===== src/rtl/dma_hs_pkg.sv =====
package dma_hs_pkg;

    typedef enum logic [1:0] {
        HS_IDLE    = 2'd0,
        HS_WAIT    = 2'd1,
        HS_GRANT   = 2'd2,
        HS_RELEASE = 2'd3
    } hs_state_e;

    typedef struct packed {
        logic hold_n;
        logic ack;
        logic sel_n;
        logic busy;
    } hs_outs_t;

    function automatic hs_outs_t hs_decode(hs_state_e s);
        hs_outs_t o;
        o = '{hold_n: 1'b1, ack: 1'b0, sel_n: 1'b1, busy: 1'b0};
        unique case (s)
            HS_IDLE:    o = '{hold_n: 1'b1, ack: 1'b0, sel_n: 1'b1, busy: 1'b0};
            HS_WAIT:    o = '{hold_n: 1'b0, ack: 1'b0, sel_n: 1'b1, busy: 1'b1};
            HS_GRANT:   o = '{hold_n: 1'b0, ack: 1'b1, sel_n: 1'b0, busy: 1'b1};
            HS_RELEASE: o = '{hold_n: 1'b1, ack: 1'b0, sel_n: 1'b1, busy: 1'b1};
            default:    o = '{hold_n: 1'b1, ack: 1'b0, sel_n: 1'b1, busy: 1'b0};
        endcase
        return o;
    endfunction

endpackage


===== src/rtl/dma_hs_timer.sv =====
module dma_hs_timer #(
    parameter int LIMIT = 1024
) (
    input  logic clk,
    input  logic rst_n,
    input  logic active,
    output logic expired
);
    localparam int CW = (LIMIT > 2) ? $clog2(LIMIT) : 1;
    localparam logic [CW-1:0] LAST = CW'(LIMIT - 1);

    logic [CW-1:0] cnt_q;

    always_ff @(posedge clk or negedge rst_n) begin
        if (!rst_n)
            cnt_q <= '0;
        else if (!active)
            cnt_q <= '0;
        else if (cnt_q != LAST)
            cnt_q <= cnt_q + 1'b1;
    end

    assign expired = active && (cnt_q == LAST);

    AST_CNT_BOUNDED: assert property (@(posedge clk) disable iff (!rst_n)
        cnt_q <= LAST);
endmodule


===== src/rtl/dma_hs_rearm.sv =====
module dma_hs_rearm (
    input  logic clk,
    input  logic rst_n,
    input  logic req,
    input  logic grant_evt,
    output logic armed
);
    always_ff @(posedge clk or negedge rst_n) begin
        if (!rst_n)
            armed <= 1'b1;
        else if (grant_evt)
            armed <= 1'b0;
        else if (!req)
            armed <= 1'b1;
    end

    AST_DISARM_ON_GRANT: assert property (@(posedge clk) disable iff (!rst_n)
        grant_evt |=> !armed);
endmodule


===== src/rtl/dma_handover_ctrl.sv =====
module dma_handover_ctrl
    import dma_hs_pkg::*;
#(
    parameter int WAIT_LIMIT = 1024
) (
    input  logic clk,
    input  logic rst_n,
    input  logic dev_req,
    input  logic dev_done_n,
    output logic dev_ack,
    input  logic cpu_bus_free,
    output logic cpu_hold_n,
    output logic mem_sel_n,
    output logic busy,
    output logic wait_expired
);
    hs_state_e st_q, st_d;
    hs_outs_t  outs_d;
    logic      expired;
    logic      armed;
    logic      grant_evt;
    logic      timeout_evt;

    dma_hs_timer #(.LIMIT(WAIT_LIMIT)) u_timer (
        .clk     (clk),
        .rst_n   (rst_n),
        .active  (st_q == HS_WAIT),
        .expired (expired)
    );

    dma_hs_rearm u_rearm (
        .clk       (clk),
        .rst_n     (rst_n),
        .req       (dev_req),
        .grant_evt (grant_evt),
        .armed     (armed)
    );

    always_comb begin
        st_d = st_q;
        unique case (st_q)
            HS_IDLE:    if (dev_req && armed)   st_d = HS_WAIT;
            HS_WAIT:    if (cpu_bus_free)       st_d = HS_GRANT;
                        else if (expired)       st_d = HS_IDLE;
            HS_GRANT:   if (!dev_done_n)        st_d = HS_RELEASE;
            HS_RELEASE: if (!cpu_bus_free)      st_d = HS_IDLE;
            default:                            st_d = HS_IDLE;
        endcase
    end

    assign grant_evt   = (st_q == HS_WAIT) && (st_d == HS_GRANT);
    assign timeout_evt = (st_q == HS_WAIT) && (st_d == HS_IDLE);
    assign outs_d      = hs_decode(st_d);

    always_ff @(posedge clk or negedge rst_n) begin
        if (!rst_n)
            st_q <= HS_IDLE;
        else
            st_q <= st_d;
    end

    always_ff @(posedge clk or negedge rst_n) begin
        if (!rst_n) begin
            cpu_hold_n   <= 1'b1;
            dev_ack      <= 1'b0;
            mem_sel_n    <= 1'b1;
            busy         <= 1'b0;
            wait_expired <= 1'b0;
        end else begin
            cpu_hold_n   <= outs_d.hold_n;
            dev_ack      <= outs_d.ack;
            mem_sel_n    <= outs_d.sel_n;
            busy         <= outs_d.busy;
            if (timeout_evt)
                wait_expired <= 1'b1;
        end
    end

    AST_GRANT_NEEDS_FREE: assert property (@(posedge clk) disable iff (!rst_n)
        $rose(dev_ack) |-> $past(cpu_bus_free));
    AST_GRANT_UNDER_HALT: assert property (@(posedge clk) disable iff (!rst_n)
        dev_ack |-> (!cpu_hold_n && !mem_sel_n));
    AST_DONE_DROPS_ACK: assert property (@(posedge clk) disable iff (!rst_n)
        (dev_ack && !dev_done_n) |=> (!dev_ack && mem_sel_n && cpu_hold_n));
    AST_RELEASE_WAITS: assert property (@(posedge clk) disable iff (!rst_n)
        (busy && cpu_hold_n && cpu_bus_free) |=> busy);
    AST_IDLE_QUIET: assert property (@(posedge clk) disable iff (!rst_n)
        !busy |-> (cpu_hold_n && !dev_ack && mem_sel_n));
    AST_FLAG_STICKY: assert property (@(posedge clk) disable iff (!rst_n)
        wait_expired |=> wait_expired);
endmodule


===== config.mk =====
export PLATFORM = sky130hd
export DESIGN_NAME = dma_handover_ctrl
export DESIGN_NICKNAME = d
export VERILOG_FILES = /design/src/rtl/dma_hs_pkg.sv /design/src/rtl/dma_hs_timer.sv /design/src/rtl/dma_hs_rearm.sv /design/src/rtl/dma_handover_ctrl.sv
export SDC_FILE = /design/constraint.sdc
export NUM_CORES = 1
export LEC_CHECK = 0
export ABC_AREA = 0
export BUFFER_PORTS_ARGS = -buffer_cell sky130_fd_sc_hd__buf_2
export CAP_MARGIN = 20
export CORE_MARGIN = 4
export CORE_UTILIZATION = 40
export DETAILED_ROUTE_END_ITERATION = 8
export PLACE_DENSITY = 0.57
export SLEW_MARGIN = 25
export SYNTH_ARGS = -nofsm -noshare
export SYNTH_HDL_FRONTEND = slang
export SYNTH_SLANG_ARGS = --single-unit
export TNS_END_PERCENT = 10

===== constraint.sdc =====
create_clock -name clk -period 2.2 [get_ports clk]
set_input_delay 0.33 -clock clk [delete_from_list [all_inputs] [get_ports clk]]
set_output_delay 0.33 -clock clk [all_outputs]
set_load 0.1 [all_outputs]

==> summary.txt <==
Finish
  • Count of antenna diodes in the layout: 0
  • Leading cell types in the layout, fill and taps excluded: dfrtp_1, buf_2, nand2_1, a21oi_1
  • Final nets: 105
  • Area of the multi-input gates: between 300 and 400 µm²
  • Sequential cell area: approximately 450 µm²
  • Commonest non-fill, non-tap cell in the layout: dfrtp_1
  • Fraction of layout instances using a drive strength above 1: around 18%
  • Synthesis-to-finish area growth: 11.2%
  • Layout fillers: approximately 190

Status
  • Run status: complete, no violations

Global route
  • Initial antenna violation count: 0
  • Gr usage total: 14.5%
  • Largest net degree at the start of global routing: 19
  • Via count of the first global-routing pass: 624
  • Overflow left after global routing: 0
  • Global-route wire length before repair: approximately 3000 µm

Hold path
  • WHS Endpoint: u_rearm.armed$_DFFE_PN1P_
  • Hold path startpoint: dev_req
  • Type of the worst min-delay path: in2reg
  • Worst Hold Depth: 3

Worst setup path
  • Register-to-Register Setup Slack: 0.27 ns
  • Signal arrival time at the worst endpoint: about 2.1 ns
  • Nature of the critical path endpoint: flip-flop
  • Number of cells on the worst reg-to-reg path: 6
  • Startpoint types: flip-flop
  • Category of the critical setup timing path: reg2reg
  • Maximum net fanout on the critical path: 8
  • Reg-to-reg endpoint: wait_expired$_DFFE_PN0P_
  • Required time of the worst setup path: approximately 2.4 ns
  • Startpoint of the worst-slack reg-to-reg timing path: u_timer.cnt_q[0]$_DFFE_PN0N_

STA
  • Slew at the pin closest to its max-slew limit: about 0.57 ns
  • Setup TNS after final layout: 0 ns
  • Unrepaired setup endpoints after global routing: false
  • Final setup violation count: 0
  • Worst hold slack after final layout: 0.296 ns
  • Final Hold Violating Endpoints: 0
  • Relative max-transition margin: between 60% and 70%
  • Maximum operating frequency: approximately 520 MHz
  • Post-route minimum period: 1.93 ns
  • Count of pins over their slew limit: 0
  • Period utilisation layout: 87.6%
  • Worst-case clock skew: approximately 0.0011 ns

Floorplanning
  • Effective utilization at floorplan: between 40% and 50%
  • Row Count: 16
  • Area inside the core boundary: about 2000 µm²
  • Total I/O pin count: 10
  • X dimension of the die: approximately 55 µm
  • Die height: 55.0 µm
  • Total Die Area: between 3000 and 4000 µm²

Placement
  • Input/output buffers: 9
  • Final weighted congestion of routability-driven global placement: 0.845
  • HPWL reported at the end of detailed placement: 1310 µm

Logic synthesis
  • Synthesis-stage register bit count: 18
  • Count of different cell masters after synthesis: 34
  • Count of mapped cells out of synthesis: 84
  • Sequential-to-total area share from yosys stat: about half
  • Main synth FF type: dfrtp_1
  • Number of nets produced by synthesis: between 90 and 100
  • FFs w/ async S/R, synth: 100%
  • Total number of yosys warnings: 0
  • Cell Area, Synth: around 900 µm²
  • Count of flip-flops with a built-in enable after synthesis: 0
  • Avg Synthesized Cell Area: between 10 and 15 µm²

Clock tree
  • Maximum buffer depth of the clock tree: 2
  • Worst-Skew Late Latency: 0.29 ns
  • Resized cells post-CTS: 0
  • Number of H-tree levels: 1
  • TritonCTS clock tree: yes
  • TritonCTS buffer count: 3
  • CTS root buffer: clkbuf_4
  • Number of clock sinks seen by CTS: 18
  • Clock transition at path regs: around 0.10 ns

Routing
  • Sum of routed wire length over all layers: 1790 µm
  • Number of detailed-route iterations in the first pass: 4
  • Average wire per cell in the routed design: between 10 and 15 µm
  • 1st-iter DRT viols: 18
  • Via/cell ratio: 5.67
  • Post-detailed-route count of antenna-violating nets: 0
  • Total number of vias: around 690
  • # DRC: 0

Power and ir drop
  • Reported leakage power: just over 0.4 nW
  • Total power divided by cell area: 1260 nW/µm²
  • Total Power: between 1 and 1.5 mW
  • Highest ir drop seen on vdd: ~1.3 mV

Run
  • Maximum capacitance violations: 0
[layer usage]
metal / up-vias / global-route usage [%] / routed length [µm]
li1: 339 / - / -
met1: 323 / 20.7 / 856
met2: 26 / 20.5 / 783
met3: 4 / 4.02 / 125
met4: 0 / 6.07 / 21
met5: - / 0 / 0
[critical path: stages (launching register included)]
cell      delay, ns
dfrtp_1        0.43
ha_1           0.27
and2_1         0.26
a311oi_2       0.30
o22ai_1        0.18
ha_1           0.24
a21o_1         0.15
[power by group]
part           internal [mW]  switching [mW]
sequential             0.432          0.0648
combinational          0.128           0.437
clock                 0.0705           0.102
total                  0.631           0.604
[per-stage QoR]
step	setup slack (ns)	cells	area [µm²]	utilization, %
6_report	0.274	122	981	48.5
5_1_grt	0.125	122	981	48.5
4_1_cts	0.268	122	981	48.5
3_5_place_dp	0.299	117	945	46.7
3_3_place_gp	0.344	117	945	46.7
2_1_floorplan	0.375	84	882	-
[worst max-delay path by stage]
stage | start | end | slack (ns) | depth (start not counted)
finish | u_timer.cnt_q[0]$_DFFE_PN0N_ | wait_expired$_DFFE_PN0P_ | 0.27 | 6
global route | u_timer.cnt_q[0]$_DFFE_PN0N_ | wait_expired$_DFFE_PN0P_ | 0.12 | 6
CTS | u_timer.cnt_q[0]$_DFFE_PN0N_ | wait_expired$_DFFE_PN0P_ | 0.27 | 6
detailed placement | u_timer.cnt_q[0]$_DFFE_PN0N_ | wait_expired$_DFFE_PN0P_ | 0.30 | 6
global placement | u_timer.cnt_q[0]$_DFFE_PN0N_ | wait_expired$_DFFE_PN0P_ | 0.34 | 6
floorplan | u_timer.cnt_q[0]$_DFFE_PN0N_ | wait_expired$_DFFE_PN0P_ | 0.38 | 7
[what timing repair did]
action / in CTS / in global routing
hold endpoints to repair: 15 / 0
buffers inserted: 0 / 0
setup endpoints to repair: 0 / 0
hold buffers: 1 / 0
[logic make-up (layout without fill, tap and decap cells)]
logic type,after synthesis,after routing,synth area share (%)
AOI/OAI and AO/OA,23,23,18.2
buffers and inverters,8,19,3.97
adders and majority gates,4,4,5.67
and+or+nand+nor,29,29,18.4
DFF,18,18,51.5
muxes,2,2,2.27
[flip-flops by register name, summed over array words and instances, names as in the netlist]
name and flops:
dev_ack 1, mem_sel_n 1, u_rearm.armed 1, cpu_hold_n 1, wait_expired 1, st_q 2, busy 1, u_timer.cnt_q 10
[final cells by class]
cell class | instances | share of cell area [%]
Timing Repair Buffer | 10 | 5.61
Sequential cell | 18 | 46.3
Multi-Input combinational cell | 58 | 40.1
Inverter | 5 | 1.91
Clock buffer | 4 | 2.68
Tap cell | 27 | 3.44
[synthesized netlist by cell type (all sizes together), types with 3 or more instances]
library cell	n	share of area [%]
dfrtp	15	43
nand2	7	3.0
a21oi	6	3.4
nand3	6	4.0
inv	5	2.1
ha	4	5.7
nor3	4	2.3
a31oi	3	2.1
dfstp	3	8.9
nor4	3	2.1
o21ai	3	1.7
No activity file was read; power rests on OpenSTA's default activity.
